[config.mk]
export PLATFORM = sky130hd
export DESIGN_NAME = serial_mem_slave
export DESIGN_NICKNAME = d
export VERILOG_FILES = /design/src/rtl/twi_mem_pkg.sv /design/src/rtl/twi_line_sync.sv /design/src/rtl/twi_addr_ctr.sv /design/src/rtl/serial_mem_slave.sv
export SDC_FILE = /design/constraint.sdc
export NUM_CORES = 1
export LEC_CHECK = 0
export BUFFER_PORTS_ARGS = -buffer_cell sky130_fd_sc_hd__buf_2
export CORE_ASPECT_RATIO = 0.6
export CORE_MARGIN = 2
export CORE_UTILIZATION = 40
export DETAILED_ROUTE_END_ITERATION = 10
export PLACE_DENSITY = 0.55
export SYNTH_ARGS = -nofsm -noshare
export SYNTH_HDL_FRONTEND = slang
export SYNTH_HIERARCHICAL = 1
export SYNTH_SLANG_ARGS = --single-unit
[constraint.sdc]
create_clock -name clk -period 3.3 [get_ports clk]
set_input_delay 0.165 -clock clk [delete_from_list [all_inputs] [get_ports clk]]
set_output_delay 0.165 -clock clk [all_outputs]
set_load 0.03 [all_outputs]
[src/rtl/twi_mem_pkg.sv]
package twi_mem_pkg;
  typedef enum logic [2:0] {
    PH_IDLE,
    PH_SEL,
    PH_AHI,
    PH_ALO,
    PH_WR,
    PH_RD
  } phase_t;

  localparam logic [3:0] DEV_TYPE = 4'b1010;
endpackage

[src/rtl/twi_line_sync.sv]
module twi_line_sync #(
  parameter int STAGES = 2
) (
  input  logic clk,
  input  logic rst_n,
  input  logic line_in,
  output logic line_s,
  output logic rise,
  output logic fall
);
  logic [STAGES:0] chain;

  always_ff @(posedge clk or negedge rst_n) begin
    if (!rst_n) chain <= '1;
    else        chain <= {chain[STAGES-1:0], line_in};
  end

  assign line_s = chain[STAGES-1];
  assign rise   = chain[STAGES-1] & ~chain[STAGES];
  assign fall   = ~chain[STAGES-1] & chain[STAGES];
endmodule

[src/rtl/twi_addr_ctr.sv]
module twi_addr_ctr #(
  parameter int ADDR_W = 13,
  parameter int PAGE_W = 5
) (
  input  logic              clk,
  input  logic              rst_n,
  input  logic              load,
  input  logic [ADDR_W-1:0] load_val,
  input  logic              step_seq,
  input  logic              step_page,
  output logic [ADDR_W-1:0] addr
);
  logic [ADDR_W-1:0] page_next;

  generate
    if (PAGE_W < ADDR_W) begin : g_page
      assign page_next = {addr[ADDR_W-1:PAGE_W], addr[PAGE_W-1:0] + PAGE_W'(1)};
    end else begin : g_flat
      assign page_next = addr + ADDR_W'(1);
    end
  endgenerate

  always_ff @(posedge clk or negedge rst_n) begin
    if (!rst_n)         addr <= '0;
    else if (load)      addr <= load_val;
    else if (step_seq)  addr <= addr + ADDR_W'(1);
    else if (step_page) addr <= page_next;
  end
endmodule

[src/rtl/serial_mem_slave.sv]
module serial_mem_slave
  import twi_mem_pkg::*;
#(
  parameter int ADDR_W   = 13,
  parameter int PAGE_W   = 5,
  parameter int SYNC_LEN = 2
) (
  input  logic              clk,
  input  logic              rst_n,
  input  logic              scl_in,
  input  logic              sda_in,
  output logic              sda_oe,
  input  logic [2:0]        chip_sel,
  input  logic              wr_lock,
  output logic              rd_en,
  output logic [ADDR_W-1:0] rd_addr,
  input  logic [7:0]        rd_data,
  output logic              wreq_valid,
  input  logic              wreq_ready,
  output logic [ADDR_W-1:0] wreq_addr,
  output logic [7:0]        wreq_data,
  output logic              wcommit,
  output logic              wdrop
);
  localparam int NLINES = 2;

  // line 0 = clock, line 1 = data
  logic [NLINES-1:0] raw, lvl, ris, fal;
  assign raw = {sda_in, scl_in};

  genvar gi;
  generate
    for (gi = 0; gi < NLINES; gi++) begin : g_sync
      twi_line_sync #(.STAGES(SYNC_LEN)) u_sync (
        .clk    (clk),
        .rst_n  (rst_n),
        .line_in(raw[gi]),
        .line_s (lvl[gi]),
        .rise   (ris[gi]),
        .fall   (fal[gi])
      );
    end
  endgenerate

  logic scl_s, sda_s, scl_rise, scl_fall;
  logic start_ev, stop_ev;
  assign scl_s    = lvl[0];
  assign sda_s    = lvl[1];
  assign scl_rise = ris[0];
  assign scl_fall = fal[0];
  assign start_ev = scl_s & fal[1];
  assign stop_ev  = scl_s & ris[1];

  phase_t            phase, nxt_phase;
  logic [3:0]        bitcnt;
  logic              in_ack;
  logic [7:0]        shreg, txreg, addr_hi;
  logic              oe_r, fetch_q, load_q, wrote;
  logic              wv_r, commit_r, drop_r;
  logic [ADDR_W-1:0] wa_r, ctr_addr, ctr_load_val;
  logic [7:0]        wd_r;

  logic rx_done, sel_match, rd_ack_rise, fetch;
  logic ctr_load, ctr_seq, ctr_page;

  always_comb begin
    rx_done      = scl_fall && (bitcnt == 4'd8) && !in_ack &&
                   (phase inside {PH_SEL, PH_AHI, PH_ALO, PH_WR});
    sel_match    = (shreg[7:4] == DEV_TYPE) && (shreg[3:1] == chip_sel);
    rd_ack_rise  = scl_rise && in_ack && (phase == PH_RD);
    ctr_load     = !start_ev && !stop_ev && rx_done && (phase == PH_ALO);
    ctr_load_val = ADDR_W'({addr_hi, shreg});
    ctr_page     = !start_ev && !stop_ev && rx_done && (phase == PH_WR) && !wr_lock;
    ctr_seq      = !start_ev && !stop_ev && rd_ack_rise;
    fetch        = !start_ev && !stop_ev &&
                   ((rx_done && (phase == PH_SEL) && sel_match && shreg[0]) ||
                    (rd_ack_rise && !sda_s));
  end

  twi_addr_ctr #(.ADDR_W(ADDR_W), .PAGE_W(PAGE_W)) u_ctr (
    .clk      (clk),
    .rst_n    (rst_n),
    .load     (ctr_load),
    .load_val (ctr_load_val),
    .step_seq (ctr_seq),
    .step_page(ctr_page),
    .addr     (ctr_addr)
  );

  always_ff @(posedge clk or negedge rst_n) begin
    if (!rst_n) begin
      phase     <= PH_IDLE;
      nxt_phase <= PH_IDLE;
      bitcnt    <= '0;
      in_ack    <= 1'b0;
      shreg     <= '0;
      txreg     <= '0;
      addr_hi   <= '0;
      oe_r      <= 1'b0;
      fetch_q   <= 1'b0;
      load_q    <= 1'b0;
      wrote     <= 1'b0;
      wv_r      <= 1'b0;
      wa_r      <= '0;
      wd_r      <= '0;
      commit_r  <= 1'b0;
      drop_r    <= 1'b0;
    end else begin
      commit_r <= 1'b0;
      drop_r   <= 1'b0;
      fetch_q  <= fetch;
      load_q   <= fetch_q;
      if (load_q) txreg <= rd_data;
      if (wv_r && wreq_ready) wv_r <= 1'b0;

      if (start_ev) begin
        phase  <= PH_SEL;
        bitcnt <= '0;
        in_ack <= 1'b0;
        oe_r   <= 1'b0;
        if (wrote) drop_r <= 1'b1;
        wrote  <= 1'b0;
      end else if (stop_ev) begin
        phase  <= PH_IDLE;
        bitcnt <= '0;
        in_ack <= 1'b0;
        oe_r   <= 1'b0;
        if (wrote) begin
          if (phase == PH_WR && bitcnt == 4'd1 && !in_ack) commit_r <= 1'b1;
          else                                             drop_r   <= 1'b1;
        end
        wrote  <= 1'b0;
      end else if (phase != PH_IDLE) begin
        if (scl_rise) begin
          if (in_ack) begin
            if (phase == PH_RD && sda_s) begin
              phase  <= PH_IDLE;
              in_ack <= 1'b0;
            end
          end else if (bitcnt < 4'd8) begin
            shreg  <= {shreg[6:0], sda_s};
            bitcnt <= bitcnt + 4'd1;
          end
        end
        if (scl_fall) begin
          if (in_ack) begin
            in_ack <= 1'b0;
            bitcnt <= '0;
            phase  <= nxt_phase;
            oe_r   <= (nxt_phase == PH_RD) ? ~txreg[7] : 1'b0;
          end else if (bitcnt == 4'd8) begin
            case (phase)
              PH_SEL: begin
                if (sel_match) begin
                  oe_r      <= 1'b1;
                  in_ack    <= 1'b1;
                  nxt_phase <= shreg[0] ? PH_RD : PH_AHI;
                end else begin
                  phase <= PH_IDLE;
                end
              end
              PH_AHI: begin
                addr_hi   <= shreg;
                oe_r      <= 1'b1;
                in_ack    <= 1'b1;
                nxt_phase <= PH_ALO;
              end
              PH_ALO: begin
                oe_r      <= 1'b1;
                in_ack    <= 1'b1;
                nxt_phase <= PH_WR;
              end
              PH_WR: begin
                in_ack    <= 1'b1;
                nxt_phase <= PH_WR;
                if (!wr_lock) begin
                  oe_r  <= 1'b1;
                  wv_r  <= 1'b1;
                  wa_r  <= ctr_addr;
                  wd_r  <= shreg;
                  wrote <= 1'b1;
                end else begin
                  oe_r <= 1'b0;
                end
              end
              PH_RD: begin
                oe_r      <= 1'b0;
                in_ack    <= 1'b1;
                nxt_phase <= PH_RD;
              end
              default: phase <= PH_IDLE;
            endcase
          end else if (phase == PH_RD && bitcnt != 4'd0) begin
            oe_r <= ~txreg[3'd7 - bitcnt[2:0]];
          end
        end
      end
    end
  end

  assign sda_oe     = oe_r;
  assign rd_en      = fetch_q;
  assign rd_addr    = ctr_addr;
  assign wreq_valid = wv_r;
  assign wreq_addr  = wa_r;
  assign wreq_data  = wd_r;
  assign wcommit    = commit_r;
  assign wdrop      = drop_r;
endmodule

; ---- Yosys cells after proc, flatten, opt, wreduce, memory -nomap -nowiden
; Cells that the tools add are included.
[op_classes]
add_sub_neg = 4
mul = 0
div_mod_pow = 0
n_lt_le_gt_ge = 2
n_eq_ne = 15
n_shift = 0
mux = 75
bitwise = 16
n_reduce_logical = 48
[op_table]
columns = operator, count
row1 = $mux W1, 47
row2 = $mux W3, 12
row3 = $mux W4, 8
row4 = $mux W13, 2
row5 = $logic_and A1 B1 Y1, 22
row6 = $reduce_bool A3 Y1, 6
row7 = $reduce_and A8 Y1, 2
row8 = $add A13 B1 Y13 const B, 1
row9 = $pmux W3 S4, 1
row10 = $reduce_and A6 Y1, 2
row11 = $reduce_bool A4 Y1, 3
row12 = $not A1 Y1, 10
row13 = $eq A3 B3 Y1 const B, 3
row14 = $eq A4 B4 Y1 const B, 2
row15 = $ne A8 B5 Y1 const B, 1
row16 = $reduce_and A7 Y1, 1
row17 = $and A1 B1 Y1, 6
row18 = $eq A3 B2 Y1 const B, 2
row19 = $ne A6 B6 Y1 const B, 1
row20 = $pmux W3 S2, 1
row21 = $add A5 B1 Y5 const B, 1
row22 = $logic_not A1 Y1, 5
row23 = $mux W5, 1
row24 = $reduce_and A5 Y1, 1
row25 = other kinds (18), 19
[totals]
regBits = 79
latchBits = 0
ram_bits = 0
romBits = 0
inputBits = 17
out_inout_bits = 39
wordCells = 180
memories = 0

; ---- Logic depth before layout (Yosys ltp)
; Gate-level depths: netlist of run 1.
[depth]
word_depth = 13
depth_mapped = 11
depth_no_buf = 8

; ---- Cells and area by module
; The synthesis of run 1 kept the hierarchy.
[by_module_without_submodules]
columns = module, n_inst, cells_per_inst, area_each_um2, seq_area_each_um2
row1 = serial_mem_slave, 1, 243, 2940.3, 1501.4
row2 = twi_addr_ctr, 1, 82, 757.0, 325.3
row3 = twi_line_sync, 2, 5, 93.8, 78.8

; ---- Worst setup path before layout of run 1
; No wires, ideal clock.
[synth_timing]
kind = reg-to-reg
startpoint = register g_sync[1].u_sync.chain[1]
endpoint = register u_ctr.addr[8]
setup_time_ns = 0.126
t_arrival_ns = 2.559
t_required_ns = 3.174
slack_ns = 0.615
path_stages_with_launch = 9
n_path_buf = 2
period_less_slack_ns = 2.685
cell_sequence = dfstp_2 -> and2b_2 -> o21a_1 -> clkbuf_1 -> nor3_1 -> nand4_2 -> buf_6 -> o311a_1 -> a221o_1
[synth_via]
elab_cells_between_ends = 13
classes_between = mux (1) / bitwise (5) / reduce/logical (7)
[synth_rtl]
columns = element, line_no
row1 = from (decl), twi_line_sync.sv:11  ; logic [STAGES:0] chain;
row2 = from (signal assigned), twi_line_sync.sv:15  ; else chain <= {chain[STAGES-1:0], line_in};
row3 = $not A1 Y1, twi_line_sync.sv:20  ; assign fall = ~chain[STAGES-1] & chain[STAGES];
row4 = $and A1 B1 Y1, twi_line_sync.sv:20
row5 = net fal[1], serial_mem_slave.sv:28  ; logic [NLINES-1:0] raw, lvl, ris, fal;
row6 = $and A1 B1 Y1, serial_mem_slave.sv:51  ; assign start_ev = scl_s & fal[1];
row7 = $logic_not A1 Y1, serial_mem_slave.sv:74  ; ctr_seq = !start_ev && !stop_ev && rd_ack_rise;
row8 = $logic_and A1 B1 Y1 (2 in a row), serial_mem_slave.sv:74
row9 = net ctr_seq, serial_mem_slave.sv:64  ; logic ctr_load, ctr_seq, ctr_page;
row10 = $reduce_bool A2 Y1 (no line), n/a
row11 = to (signal assigned), twi_addr_ctr.sv:25  ; else if (load) addr <= load_val;
row12 = to (signal assigned), twi_addr_ctr.sv:26  ; else if (step_seq) addr <= addr + ADDR_W'(1);
row13 = to (signal assigned), twi_addr_ctr.sv:27  ; else if (step_page) addr <= page_next;
row14 = to (decl), twi_addr_ctr.sv:11  ; output logic [ADDR_W-1:0] addr
; The timed path passes the listed nets, and every way through them passes these cells.
; A chain may end at the register's enable or synchronous reset.

; ---- Worst setup path in the final report of run 1
[layout_timing]
startpoint = register g_sync[1].u_sync.chain[1]
endpoint = register u_ctr.addr[12]
; Same word-level chain as after synthesis.

==> results of run 1 <==
[Yosys cell counts (all sizes together), types with 3 or more instances]
| library cell | number |
|---|---|
| a211oi | 4 |
| a21oi | 9 |
| a31oi | 6 |
| buf | 5 |
| clkbuf | 10 |
| dfrtp | 73 |
| dfstp | 6 |
| ha | 5 |
| inv | 11 |
| mux2 | 41 |
| mux2i | 6 |
| nand2 | 25 |
| nand2b | 5 |
| nand3 | 14 |
| nand4 | 6 |
| nand4b | 3 |
| nor2 | 23 |
| nor2b | 4 |
| nor3 | 5 |
| o211ai | 6 |
| o21ai | 15 |
| o31ai | 5 |
| or4 | 8 |
| xnor2 | 3 |
| xor2 | 4 |
[worst paths after layout]
| check | start | cells past startpoint | to | slack [ns] |
|---|---|---|---|---|
| setup / recovery | g_sync[1].u_sync/chain[1] | 6 | u_ctr/addr[12] | 0.47 |
| hold / removal | rst_n | 1 | txreg[1] | -0.04 |
| setup reg to reg | g_sync[1].u_sync/chain[1] | 6 | u_ctr/addr[12] | 0.47 |
| hold reg to reg | g_sync[1].u_sync/chain[0] | 0 | g_sync[1].u_sync/chain[1] | 0.37 |
| max in group asynchronous | rst_n | 1 | sda_oe | 2.64 |
| min in group clk | rd_data[7] | 3 | txreg[7] | 0.05 |
[flip-flops by register name, indices dropped and copies added (netlist names), 3 cells and up]
signal and flops:
addr_hi 5, bitcnt 4, g_sync.u_sync/chain 6, nxt_phase 3
phase 3, shreg 8, txreg 8, u_ctr/addr 13
wreq_addr 13, wreq_data 8
[power groups by stage]
stage / sequential (mW) / clock [mW] / combinational, mW
2_1_floorplan: 1.02 / 0 / 0.0514
3_3_place_gp: 1.03 / 0 / 0.0943
3_5_place_dp: 1.03 / 0 / 0.0957
4_1_cts: 1.01 / 0.997 / 0.0988
5_1_grt: 1.02 / 1.04 / 0.111
6_report: 1.01 / 0.973 / 0.0973
[cells by family (layout without fill, tap and decap cells)]
group | count (synthesis) | count (layout) | synth area share
adder cells (fa/ha/maj) | 5 | 5 | 0.0161
buffers and inverters | 26 | 89 | 0.0419
AND/OR/NAND/NOR | 109 | 109 | 0.152
XOR/XNOR | 7 | 7 | 0.0158
AO/OA/AOI/OAI | 61 | 61 | 0.106
multiplexers | 48 | 48 | 0.157
flip-flops | 79 | 79 | 0.511
[per-layer routing]
layer  routed length [um]  vias to the layer above
li1                     -                     1356
met1                 5100                     1419
met2                 3400                      129
met3                  845                       10
met4                   73                        0
met5                    0                        -
[final cells by class]
class	count	area (sq um)
Tap cell	130	163
Timing Repair Buffer	62	335
Multi-Input combinational cell	230	1740
Sequential cell	79	1980
Fill cell	859	4740
Clock buffer	10	229
Clock inverter	6	61.3
Inverter	11	41.3
[through the flow]
stage / utilization / cells
detailed placement: 0.457 / 510
floorplan: - / 335
global route: 0.490 / 528
CTS: 0.490 / 528
finish: 0.490 / 528
global placement: 0.457 / 510
[worst max-delay path, delay by kind of cell (launching register included)]
family           cells  cell delay [ns]
AND/OR/NAND/NOR      4             1.59
AO/OA/AOI/OAI        2             0.55
flip-flops           1             0.58
[timing repair]
| action | in CTS | in global routing |
|---|---|---|
| hold buffers | 2 | 0 |
| gates resized for setup | 0 | 0 |
| hold endpoints to repair | 2 | 0 |
==> impl_metrics.csv, run 1 <==
group,metric,value,unit
sta,fin_setup_tns,0,ns
grt,grt_pass1_vias,2777,
worst_setup_path,crit_fanout,14,
worst_setup_path,required,3.53,ns
power,power_switching_share,0.227,
sta,fmaxAchievable,353,MHz
finish,mostFrequentLayoutCell,"dfrtp_1",
cts,tritoncts,"yes",
detailed_routing,first_pass_iters,4,
grt,track_usage,0.195,
sta,worst_pin_slew,1.01,ns
cts,h-tree-depth,3,
grt,grt_max_degree,80,
grt,busiest_layer,"met1",
cts,ctsRootBufferMaster,"clkbuf_16",
grt,overflow,0,
sta,finalSetupViolations,0,
flow_run,cap_violations,0,
power,clockPowerShare,0.467,
grt,use_met1,0.314,
synthesis,netlist_instances,335,
power,p_int,1.61,mW
detailed_routing,postRouteAntennaNets,0,
grt,antenna_found_initial,0,
sta,slew_headroom,0.327,
place,place.port_buffers,55,
status,status,"finished, violations left",
sta,period_share,0.857,
power,powerDensity,458,nW/um^2
synthesis,avgSynthCellArea,11.6,sq um
floorplan,rows,27,
cts,clock-sinks,79,
synthesis,async_reset_ff_frac,1.00,
power,finalPower,2.08,mW
cts,numCtsBuffers,9,
detailed_routing,wl_per_cell,17.9,um
worst_setup_path,critical_path.max_stage_delay,0.61,ns
synthesis,synth.top_cell.area_share,0.470,
worst_setup_path,crit_type,"flop to flop",
detailed_routing,vias_per_cell,5.52,
min_path,hp-class,"input port to async pin",
finish,drive_gt1_frac,0.329,
synthesis,synth_flop_cell,"dfrtp_1",
finish,layout_common_cells,"dfrtp_1 (73), buf_2 (54), nand2_1 (25), nor2_1 (23), mux2_2 (23)",
sta,hold_violations,16,
sta,drv_slew,0,
sta,rsz0062_at_grt,"no",
power,leakagePower,2.14,nW
synthesis,yosysSeqAreaShare,0.511,
worst_setup_path,cp_slowest_cell,"or4_1",
place,place_congestion,0.889,
power,ir_drop,246,uV
finish,design_area,4550,sq um
detailed_routing,drc_errors,0,
worst_setup_path,endpoint_kind,"flop",
place,dp.final_hpwl,6.74,mm
synthesis,synth_area,3880,sq um
sta,finalHoldWorstSlack,-0.0401,ns
floorplan,die_area,10500,sq um
detailed_routing,wl,9.43,mm
grt,grt_pass1_wl,15.8,mm
worst_setup_path,worst_ep_arrival_time,3.05,ns
finish,final_nets,415,
worst_setup_path,path_cells,"and2b_2 -> o21a_1 -> nor3_1 -> nand4_2 -> or4_1 -> a31o_1",
grt,grt_use_met2,0.236,
place,post-place-ws,0.495,ns
sta,post-route-min-period,2.83,ns
sta,finClkSkew,0.00670,ns
cts,clock_path_buffers,2,
power,p_seq_frac,0.487,
cts,clkTransAtPathRegs,0.06,ns
floorplan,io_pins,56,
synthesis,ys_types,58,
worst_setup_path,worst_setup_path_start_kind,"flop",
floorplan,chipHeight,80.3,um
detailed_routing,drt_iter0_markers,190,
floorplan,fp.dieW,131,um
place,place_area,4240,sq um
cts,post_cts_buffers,0,
sta,finalWorstSetupSlack,0.471,ns
synthesis,synth_nets,357,
status,violations,"hold timing",
grt,grtUsageMet3,0.0688,
power,comb_power_share,0.047,
finish,num_antenna_cells,0,
synthesis,yosysWarningCount,6,
finish,syn_to_final_growth,17.2,%
detailed_routing,vias,2914,
floorplan,start_util,0.418,
synthesis,synth_top_cells_by_area,"dfrtp_1 (47%), mux2_4 (7.0%), mux2_2 (6.7%)",
synthesis,synth_edf_count,0,
cts,clk-insertion-delay-late,0.33,ns
synthesis,ys_ff_latch,79,
synthesis,synth_area_leader_cell,"dfrtp_1",
floorplan,core,9290,sq um
power,switching_power,0.474,mW
(Power assumes the default switching activity.)
==> run 2, diff against run 1 <==
Settings changed: CORE_UTILIZATION 40 to 57, PLACE_DENSITY 0.55 to 0.76, SLEW_MARGIN set to 20.
==> impl_metrics.csv, run 2 (synthesis gave the netlist of run 1 again) <==
group,metric,value,unit
status,status,"finished, violations left",
status,violations,"hold timing",
cts,numCtsBuffers,9,
power,finalPower,2.17,mW
finish,num_antenna_cells,0,
min_path,hp-class,"input port to async pin",
worst_setup_path,endpoint,"u_ctr/addr[12]",
sta,fin_setup_tns,0,ns
sta,post-route-min-period,2.88,ns
finish,syn_to_final_growth,16.4,%
place,place_congestion,0.964,
place,place_inst,466,
worst_setup_path,crit_type,"flop to flop",
worst_setup_path,critical_path.max_stage_delay,0.61,ns
cts,tritoncts,"yes",
detailed_routing,drt_iter0_markers,268,
sta,hold_violations,35,
sta,finalHoldWorstSlack,-0.0158,ns
finish,mostFrequentLayoutCell,"dfrtp_1",
cts,ctsRootBufferMaster,"clkbuf_16",
cts,clk-insertion-delay-late,0.34,ns
sta,finClkSkew,0.00565,ns
detailed_routing,drc_errors,0,
worst_setup_path,reg2reg_depth,6,
cts,h-tree-depth,3,
grt,overflow,0,
floorplan,die_area,7510,sq um
sta,slew_headroom,0.361,
sta,fmaxAchievable,347,MHz
place,place.port_buffers,55,
sta,finalSetupViolations,0,
detailed_routing,wl,8.90,mm
worst_setup_path,path_cells,"and2b_2 -> o21a_1 -> nor3_1 -> nand4_2 -> or4_1 -> a31o_1",
worst_setup_path,cp_top_family,"simple AND/OR/NAND/NOR gates",
grt,grt_pass1_wl,14.2,mm
cts,post_cts_buffers,0,
grt,track_usage,0.253,
worst_setup_path,cp_slowest_cell,"dfstp_2",
worst_setup_path,crit_buf_inv,0,
sta,period_share,0.872,
finish,final_cells,484,
detailed_routing,vias_per_cell,6.18,
worst_setup_path,startpoint,"g_sync[1].u_sync/chain[1]",
worst_setup_path,rrSetupSlack,0.42,ns
floorplan,rows,23,
worst_setup_path,cp.depth,6,
detailed_routing,wl_per_cell,18.4,um
flow_run,cap_violations,0,
finish,layout_common_cells,"dfrtp_1 (73), buf_2 (54), nand2_1 (25), nor2_1 (23), mux2_2 (23)",
worst_setup_path,worst_setup_path_start_kind,"flop",
grt,antenna_found_initial,0,
worst_setup_path,r2r-start,"g_sync[1].u_sync/chain[1]",
worst_setup_path,required,3.53,ns
worst_setup_path,r2r-end,"u_ctr/addr[12]",
cts,ctsResizeCount,0,
sta,worst_pin_slew,0.958,ns
cts,clkTransAtPathRegs,0.06,ns
cts,clock_path_buffers,2,
power,powerDensity,479,nW/um^2
floorplan,start_util,0.584,
worst_setup_path,crit_fanout,14,
finish,fill_cells,499,
power,ir_drop,469,uV
sta,rsz0062_at_grt,"no",
sta,drv_slew,0,
finish,drive_gt1_frac,0.330,
grt,grt_max_degree,80,
detailed_routing,postRouteAntennaNets,0,
place,dp.final_hpwl,6.39,mm
floorplan,chipHeight,68.0,um
detailed_routing,vias,2992,
floorplan,fp.dieW,111,um
worst_setup_path,worst_ep_arrival_time,3.10,ns
floorplan,core,6650,sq um
finish,final_nets,414,
worst_setup_path,endpoint_kind,"flop",
power,leakagePower,2.14,nW
grt,grt_pass1_vias,2690,
detailed_routing,first_pass_iters,5,
cts,clock-sinks,79,
floorplan,io_pins,56,
## run 2: cell count changes in the layout (fill, tap and decap cells not counted)
| cell | delta |
|---|---|
| inv_6 | +1 |
| bufinv_16 | +1 |
| clkinv_2 | -2 |
| clkinvlp_4 | +2 |
| clkbuf_1 | -1 |
| buf_4 | -1 |
| clkinv_4 | -1 |
## run 2: area by class of cell
class	count	area, sq um	area share
Sequential cell	79	1980	0.439
Inverter	11	41.3	0.00913
Tap cell	87	109	0.0241
Timing Repair Buffer	61	328	0.0725
Clock inverter	7	96.3	0.0213
Multi-Input combinational cell	230	1740	0.384
Clock buffer	9	225	0.0498
## run 2: power by group
part	switching [mW]	internal [mW]	leakage [nW]	total, mW
Clock	0.395	0.663	0.148	1.06
Combinational	0.0602	0.0379	0.970	0.0981
Sequential	0.0221	0.989	1.02	1.01
Total	0.477	1.69	2.14	2.17
## run 2: worst min path at each step
| stage | from | to | slack [ns] | cells after the start |
|---|---|---|---|---|
| after floorplan | rst_n | addr_hi[0] | -0.13 | 0 |
| after global placement | scl_in | g_sync[0].u_sync/chain[0] | 0.27 | 1 |
| after detailed placement | scl_in | g_sync[0].u_sync/chain[0] | 0.27 | 1 |
| after CTS | rst_n | txreg[1] | 0.02 | 1 |
| after global routing | rd_data[7] | txreg[7] | 0.03 | 3 |
| final | rst_n | txreg[1] | -0.02 | 1 |
## run 2: metal layers
layer / up-vias / track usage / share of wire
li1: 1350 / - / -
met1: 1453 / 0.382 / 0.49
met2: 177 / 0.326 / 0.38
met3: 12 / 0.0939 / 0.12
met4: 0 / 0.0906 / 0.011
met5: - / 0 / 0
## run 2: metrics by stage
| step | setup WS [ns] | instance area, sq um | hold slack [ns] | util |
|---|---|---|---|---|
| 6_report | 0.422 | 4520 | -0.0158 | 0.680 |
| 5_1_grt | 0.331 | 4520 | 0.0297 | 0.680 |
| 4_1_cts | 0.482 | 4520 | 0.0153 | 0.680 |
| 3_5_place_dp | 0.505 | 4180 | 0.273 | 0.629 |
| 3_3_place_gp | 0.574 | 4180 | 0.270 | 0.629 |
| 2_1_floorplan | 0.615 | 3880 | -0.131 | - |
## run 2: timing repair
action / CTS / global route
setup endpoints to repair: 0 / 0
hold buffers: 2 / 0
endpoints found under the hold margin: 2 / 0
